### src/rtl/banked_regram_pkg.sv
package banked_regram_pkg;
  localparam int DATA_W = 8;
  localparam int IDX_W  = 3;
  localparam int BANK_W = 2;
  localparam int DIR_W  = 8;
  localparam int ADDR_W = DIR_W - 1;
  localparam int DEPTH  = 1 << ADDR_W;

  typedef logic [ADDR_W-1:0] addr_t;
  typedef logic [DATA_W-1:0] byte_t;

  function automatic addr_t reg_to_addr(input logic [BANK_W-1:0] bank,
                                        input logic [IDX_W-1:0] idx);
    return addr_t'({bank, idx});
  endfunction
endpackage

### src/rtl/banked_regram_bank.sv
module banked_regram_bank
  import banked_regram_pkg::*;
(
  input  logic              clk,
  input  logic              rst_n,
  input  logic              load,
  input  logic [BANK_W-1:0] next_val,
  output logic [BANK_W-1:0] bank
);
  logic [BANK_W-1:0] bank_d;

  always_comb begin
    bank_d = bank;
    if (load) bank_d = next_val;
  end

  always_ff @(posedge clk or negedge rst_n) begin
    if (!rst_n) bank <= '0;
    else        bank <= bank_d;
  end
endmodule

### src/rtl/banked_regram_amap.sv
module banked_regram_amap
  import banked_regram_pkg::*;
(
  input  logic              reg_rd,
  input  logic              reg_wr,
  input  logic [IDX_W-1:0]  reg_idx,
  input  logic [BANK_W-1:0] bank,
  input  logic              dir_rd,
  input  logic              dir_wr,
  input  logic [DIR_W-1:0]  dir_addr,
  output addr_t             addr,
  output logic              re,
  output logic              we,
  output logic              blank
);
  logic reg_acc;
  assign reg_acc = reg_rd | reg_wr;

  always_comb begin
    if (reg_acc) begin
      addr  = reg_to_addr(bank, reg_idx);
      re    = reg_rd;
      we    = reg_wr;
      blank = 1'b0;
    end else begin
      addr  = dir_addr[ADDR_W-1:0];
      blank = dir_addr[DIR_W-1] & (dir_rd | dir_wr);
      re    = dir_rd;
      we    = dir_wr & ~dir_addr[DIR_W-1];
    end
  end
endmodule

### src/rtl/banked_regram_store.sv
module banked_regram_store
  import banked_regram_pkg::*;
(
  input  logic  clk,
  input  logic  rst_n,
  input  addr_t addr,
  input  logic  re,
  input  logic  we,
  input  logic  blank,
  input  byte_t wdata,
  output byte_t rdata
);
  byte_t mem [DEPTH];
  byte_t rdata_d;

  always_ff @(posedge clk) begin
    if (we) mem[addr] <= wdata;
  end

  always_comb begin
    rdata_d = rdata;
    if (re) rdata_d = blank ? '0 : mem[addr];
  end

  always_ff @(posedge clk or negedge rst_n) begin
    if (!rst_n) rdata <= '0;
    else        rdata <= rdata_d;
  end
endmodule

### src/rtl/banked_regram.sv
module banked_regram
  import banked_regram_pkg::*;
(
  input  logic              clk,
  input  logic              rst_n,
  input  logic              bank_load,
  input  logic [BANK_W-1:0] bank_next,
  input  logic              reg_rd,
  input  logic              reg_wr,
  input  logic [IDX_W-1:0]  reg_idx,
  input  logic              dir_rd,
  input  logic              dir_wr,
  input  logic [DIR_W-1:0]  dir_addr,
  input  logic [DATA_W-1:0] wr_data,
  output logic [DATA_W-1:0] rd_data,
  output logic              addr_err
);
  logic [1:0]        rst_pipe;
  logic              rst_s_n;
  logic [BANK_W-1:0] bank_cur;
  addr_t             ram_addr;
  logic              ram_re, ram_we, ram_blank;
  logic              err_d;

  always_ff @(posedge clk or negedge rst_n) begin
    if (!rst_n) rst_pipe <= '0;
    else        rst_pipe <= {rst_pipe[0], 1'b1};
  end
  assign rst_s_n = rst_pipe[1];

  banked_regram_bank u_bank (
    .clk(clk), .rst_n(rst_s_n), .load(bank_load),
    .next_val(bank_next), .bank(bank_cur)
  );

  banked_regram_amap u_amap (
    .reg_rd(reg_rd), .reg_wr(reg_wr), .reg_idx(reg_idx), .bank(bank_cur),
    .dir_rd(dir_rd), .dir_wr(dir_wr), .dir_addr(dir_addr),
    .addr(ram_addr), .re(ram_re), .we(ram_we), .blank(ram_blank)
  );

  banked_regram_store u_store (
    .clk(clk), .rst_n(rst_s_n), .addr(ram_addr), .re(ram_re),
    .we(ram_we), .blank(ram_blank), .wdata(wr_data), .rdata(rd_data)
  );

  assign err_d = ram_blank;

  always_ff @(posedge clk or negedge rst_s_n) begin
    if (!rst_s_n) addr_err <= 1'b0;
    else          addr_err <= err_d;
  end
endmodule

### config.mk
export PLATFORM = sky130hd
export DESIGN_NAME = banked_regram
export DESIGN_NICKNAME = d
export VERILOG_FILES = /design/src/rtl/banked_regram_pkg.sv /design/src/rtl/banked_regram_bank.sv /design/src/rtl/banked_regram_amap.sv /design/src/rtl/banked_regram_store.sv /design/src/rtl/banked_regram.sv
export SDC_FILE = /design/constraint.sdc
export NUM_CORES = 1
export LEC_CHECK = 0
export BUFFER_PORTS_ARGS = -buffer_cell sky130_fd_sc_hd__buf_2
export CORE_MARGIN = 2
export CORE_UTILIZATION = 33
export DETAILED_ROUTE_END_ITERATION = 10
export SLEW_MARGIN = 20
export SYNTH_ARGS = -nofsm -noshare
export SYNTH_HDL_FRONTEND = slang
export SYNTH_SLANG_ARGS = --single-unit
### constraint.sdc
create_clock -name clk -period 0.8 [get_ports clk]
set_input_delay 0.08 -clock clk [delete_from_list [all_inputs] [get_ports clk]]
set_output_delay 0.08 -clock clk [all_outputs]
set_load 0.02 [all_outputs]
* Word-level counts from Yosys, hierarchy flattened
Memories as Yosys holds them, arrays and structs flattened.
Cells that the tools add are included.
** Word-level totals
- Logic and storage cells :: 17
- RAM bits :: 1024
- Output and inout bits :: 9
- Memories kept :: 1
- Bits in registers :: 13
- Input port bits :: 28
** Memory list
- u_store.mem :: depth 128, width 8, read ports 1, clocked after memory_dff 0, write ports 1, line banked_regram_store.sv:13 : byte_t mem [DEPTH];
** Operators by class
- Multiplexer cells :: 7
- Bitwise gates (word level) :: 5
** Operators by type and width (count)
- 2-to-1 mux 8 bit :: 1
- 2-to-1 mux 7 bit :: 1
- 2-to-1 mux 1 bit :: 5
- bitwise AND 1 bit :: 2
- OR 1 bit :: 2
- inverter 1 bit :: 1

* Logic depth before layout (Yosys ltp)
- Depth in word-level cells :: 5
- Mapped depth :: 13
- Depth with buffers taken out :: 8

* Hierarchy
From an unflattened synthesis, not the netlist that was laid out.
** Unflattened totals
- Cells, all modules :: 2496
- Area total of the unflattened synthesis :: 40854.2 um^2
** By module, submodules not included
- banked_regram_store :: area an instance 40568.9 um^2, times used 1, cells each 2474, sequential area each 30949.7 um^2
- banked_regram_amap :: area an instance 133.9 um^2, times used 1, cells each 14, sequential area each 0.0 um^2
- banked_regram :: area an instance 78.8 um^2, times used 1, cells each 4, sequential area each 75.1 um^2
- banked_regram_bank :: area an instance 72.6 um^2, times used 1, cells each 4, sequential area each 50.0 um^2

* Worst setup path before layout
OpenSTA, ideal clock, no wires.
- Path type :: in2reg
- From :: input reg_idx[1]
- To :: memory u_store.mem[24][0] in the netlist's numbering, enable pin
- Arrival :: 2.158 ns
- Path slack :: -1.728 ns
- Required time :: 0.430 ns
- Cell stages on the path :: 8
- Cells stage by stage :: or2_2 > clkbuf_1 > o21ai_0 > clkbuf_1 > clkbuf_1 > nand3_1 > clkbuf_1 > nor2_1
** Between the ends
- Cells in the longest elaborated chain, start to end :: 1
** RTL lines
- from (decl) :: line banked_regram.sv:10 : input logic [IDX_W-1:0] reg_idx,
- 2-to-1 mux 7 bit :: line banked_regram_amap.sv:20 : if (reg_acc) begin
- to (decl) :: line banked_regram_store.sv:13
No other way between the ends.

* Final worst setup path
- From :: memory u_store.mem[75][1] in the netlist's numbering
- To :: register u_store.rdata[1]
** Between the ends
- Cells in the longest elaborated chain, start to end :: 2
** RTL lines
- memory read (128 x 8 bit)
- 2-to-1 mux 8 bit :: line banked_regram_store.sv:22 : if (re) rdata_d = blank ? '0 : mem[addr];
- to (signal assigned) :: line banked_regram_store.sv:27 : else rdata <= rdata_d;
- to (decl) :: line banked_regram_store.sv:11 : output byte_t rdata
No other way between the ends.
A chain may end at the register's enable or synchronous reset.

==> qor.tcl <==
set qor(register_to_register_setup_slack_ns) -1.53
set qor(cap_violations) 0
set qor(fraction_of_the_core_area_covered_by_cells_at_the_end_of_the_flow_pct) 46.95
set qor(placed_cells) 4525
set qor(synth_common_cells) {sky130_fd_sc_hd__edfxtp_1 (1,024), sky130_fd_sc_hd__o22ai_1 (318), sky130_fd_sc_hd__nand2_1 (249), sky130_fd_sc_hd__nor2_1 (160), sky130_fd_sc_hd__nand3_1 (86)}
set qor(routed_via_density) 5.587
set qor(layoutNonFillerInstCount) 4808
set qor(synthesis.yosys.warnings) 0
set qor(synth_cell_types) 73
set qor(worst_slack_ns) -1.530
set qor(grt_first_pass_wirelength_um) 188300
set qor(buffer_ports.inserted) 36
set qor(grt_overflow) 0
set qor(dpl_worst_slack_ns) -2.620
set qor(clock-skew-final_ns) 0.03706
set qor(critical_path_peak_fanout) 2
set qor(grt_start_max_net_pins) 63
set qor(power_switching_share_pct) 23.42
set qor(fp.dieArea_sq_um) 121900
set qor(design.core.area_sq_um) 118100
set qor(violations) {setup timing}
set qor(hold_viol_final) 0
set qor(synth_area_leaders) {sky130_fd_sc_hd__edfxtp_1 (78%), sky130_fd_sc_hd__o22ai_1 (5.1%), sky130_fd_sc_hd__nand2_1 (2.4%)}
set qor(fp.dieH_um) 349.1
set qor(clock_sinks) 1037
set qor(io_pins) 37
set qor(synth_nets) 2506
set qor(worstSkewPairLatency_ns) 0.69
set qor(die_width_um) 349.1
set qor(detailroute.via_count) 26861
set qor(final-setup-viol-count) 1042
set qor(num_rows) 126
set qor(synth_top_cell_area_share_pct) 78.25
set qor(power_report.internal_total_w) 0.09305
set qor(cts.path.max_buffers) 3
set qor(max_slew_violation_count) 0
set qor(period_share_pct) 291.3
set qor(floorplan.initialDensity_pct) 33.28
set qor(remaining_drc_errors) 0
set qor(layout-area-overhead-vs-synth_pct) 41.09
set qor(timing.final.crit_period_ns) 2.330
set qor(globalRouteTotalUtil_pct) 21.22
set qor(tritoncts) {built}
set qor(power.ir.vdd_worst_v) 0.001926
set qor(syn_avg_cell_area_sq_um) 15.86
set qor(critical_path.startpoint_type) {flop}
set qor(design.final.nets) 3211
set qor(routabilityCongestion) 0.9400
set qor(switching_power_w) 0.02845
set qor(total_leakage_power_nw) 18.28
set qor(power.combinational.fraction_pct) 10.6
set qor(placed_cell_area_sq_um) 49240
set qor(drtPass1Iterations) 5
set qor(rsz0062_at_grt) {yes}
set qor(post-route-cell-area_sq_um) 55440
set qor(clock_pin_slew_reported_for_the_worst_setup_and_hold_paths_after_clock_tree_synthesis_ns) 0.06
set qor(power.clock.fraction_pct) 39.9
set qor(cp.required_ns) 1.38
set qor(cell_type_contributing_the_most_total_cell_area_after_synthesis) {sky130_fd_sc_hd__edfxtp_1}
set qor(maxClockFrequency_mhz) 429.1
set qor(mappedNetlistArea_sq_um) 39300
set qor(endpoint_kind) {flop}
set qor(hold_path.class) {in -> reg}
set qor(dp.final_hpwl_um) 87050
set qor(dr.first_iter.drc_count) 3493
set qor(synthArstFlopShare_pct) 1.254
set qor(pwr_density_cell_nw_per_um2) 2192
set qor(share_of_layout_cells_above_drive_strength_1_pct) 36.67
set qor(ys_dominant_reg_cell) {sky130_fd_sc_hd__edfxtp_1}
set qor(ys_seq_area_share_pct) 79.08
set qor(cts-htree-levels) 3
set qor(min_delay_path_depth) 6
set qor(worst_pin_slew_ns) 0.5840
set qor(seqPwrFrac_pct) 49.5
set qor(ys_ff_latch) 1037
set qor(numCtsBuffers) 103
set qor(wirelength_um) 130700
set qor(syn_inst) 2478
set qor(maxSlewHeadroom_pct) 60.64
set qor(number_of_enable_flip_flop_cells_after_synthesis) 1024
set qor(cp_data_arrival_time_ns) 2.92
set qor(dominant_cell_by_count_in_the_synthesized_netlist) {sky130_fd_sc_hd__edfxtp_1}
set qor(drtAntennaViolNets) 0
set qor(first_global_vias) 26884
set qor(reg2reg_depth) 8
set qor(clk_root_buffer_cell) {sky130_fd_sc_hd__clkbuf_16}
set qor(post_dr_wirelength_cell_um) 27.17
set qor(path_class) {reg -> reg}
set qor(holdPathEnd) {u_store.rdata[2]$_DFFE_PN0P_}
set qor(worst_reg2reg_path_startpoint) {u_store.mem[75][1]$_DFFE_PP_}
set qor(hp-start) {dir_rd}
set qor(grt_antenna_before_repair) 5
set qor(outcome) {finished with violations}
set qor(worstReg2RegEnd) {u_store.rdata[1]$_DFFE_PN0P_}
-- cell usage in the layout, fill, tap and decap left out, types with 24 or more instances in the layout --
cell                        count
sky130_fd_sc_hd__clkinv_2      24
sky130_fd_sc_hd__buf_6        111
sky130_fd_sc_hd__clkbuf_16    105
sky130_fd_sc_hd__o41ai_1       25
sky130_fd_sc_hd__buf_12       242
sky130_fd_sc_hd__nor2_4       132
sky130_fd_sc_hd__nor2_1        28
sky130_fd_sc_hd__nand2_1      226
sky130_fd_sc_hd__mux2i_1       32
sky130_fd_sc_hd__buf_2         26
sky130_fd_sc_hd__edfxtp_1    1024
sky130_fd_sc_hd__o22ai_1      310
sky130_fd_sc_hd__nand3_1       72
sky130_fd_sc_hd__a31oi_1       34
sky130_fd_sc_hd__buf_4        358
sky130_fd_sc_hd__nor3_1        41
-- timing repair --
item,CTS,global route
gates cloned,3,0
endpoints found under the hold margin,805,0
pin swaps,126,41
hold buffers,17,0
setup buffers,84,11
gates resized for setup,315,65
endpoints found under the setup margin,1043,1043
-- final cells by class --
| cell class | count | area, sq um |
|---|---|---|
| Antenna cell | 2 | 5.005 |
| Clock buffer | 133 | 2803 |
| Clock inverter | 59 | 586.8 |
| Fill cell | 9850 | 62640 |
| Inverter | 5 | 18.77 |
| Multi-Input combinational cell | 1273 | 9798 |
| Sequential cell | 1037 | 31080 |
| Tap cell | 1536 | 1922 |
| Timing Repair Buffer | 763 | 9230 |
-- state kept, by name, summed over array words and instances, names as in the netlist --
signal / count
rst_pipe: 2
u_bank.bank: 2
addr_err: 1
u_store.rdata: 8
u_store.mem: 1024
-- critical path, stage by stage, from the launching register on --
cell	delay (ns)
sky130_fd_sc_hd__edfxtp_1	0.43
sky130_fd_sc_hd__nor3_2	0.07
sky130_fd_sc_hd__or4_4	0.54
sky130_fd_sc_hd__o41ai_4	0.23
sky130_fd_sc_hd__buf_4	0.16
sky130_fd_sc_hd__and3_4	0.19
sky130_fd_sc_hd__a31oi_4	0.11
sky130_fd_sc_hd__o31a_1	0.19
sky130_fd_sc_hd__o41ai_2	0.32
-- through the flow --
step	hold slack, ns	power (W)	TNS [ns]
detailed placement	-0.1261	0.07215	-1682.29
global placement	-0.1298	0.07209	-1678.91
global route	0.05095	0.1246	-1205.43
floorplan	-0.2156	0.06553	-1209.63
CTS	0.01508	0.1218	-1116.02
finish	0.05952	0.1215	-1162.46
-- per-layer routing --
metal	track usage [%]	vias up	share of wire (%)	wire [um]
met5	0	-	0.018	23
met4	8.295	4	4.3	5681
met3	4.290	274	9.2	12030
met2	33.59	1394	46	60200
met1	28.71	13678	40	52730
li1	-	11511	-	-
-- cell families (layout without fill, tap and decap cells) --
family	count (synthesis)	count (layout)	share of synthesized area, %
buffers and inverters	168	960	2.111
other	1	3	0.009543
multiplexers	37	37	0.9489
flip-flops	1037	1037	79.08
AND/OR/NAND/NOR	637	637	7.225
AO/OA/AOI/OAI	598	598	10.63
-- worst max-delay path by stage --
stage                                      start                      endpoint  slack (ns)  depth (start not counted)
finish              u_store.mem[75][1]$_DFFE_PP_  u_store.rdata[1]$_DFFE_PN0P_       -1.53                          8
global placement                          reg_rd  u_store.rdata[3]$_DFFE_PN0P_       -2.56                         14
detailed placement                        reg_rd  u_store.rdata[3]$_DFFE_PN0P_       -2.62                         14
floorplan                                 reg_wr  u_store.mem[71][0]$_DFFE_PP_       -1.27                         10
CTS                 u_store.mem[75][1]$_DFFE_PP_  u_store.rdata[1]$_DFFE_PN0P_       -1.47                          8
global route        u_store.mem[75][1]$_DFFE_PP_  u_store.rdata[1]$_DFFE_PN0P_       -1.57                          8
-- power by group through the flow --
stage	combinational [W]	clock, W	sequential [W]
3_5_place_dp	0.0109	0	0.0613
4_1_cts	0.0127	0.0490	0.0601
5_1_grt	0.0134	0.0511	0.0601
3_3_place_gp	0.0108	0	0.0613
6_report	0.0129	0.0484	0.0601
2_1_floorplan	0.00421	0	0.0613
Note: power is estimated with default switching activity, not from simulation.
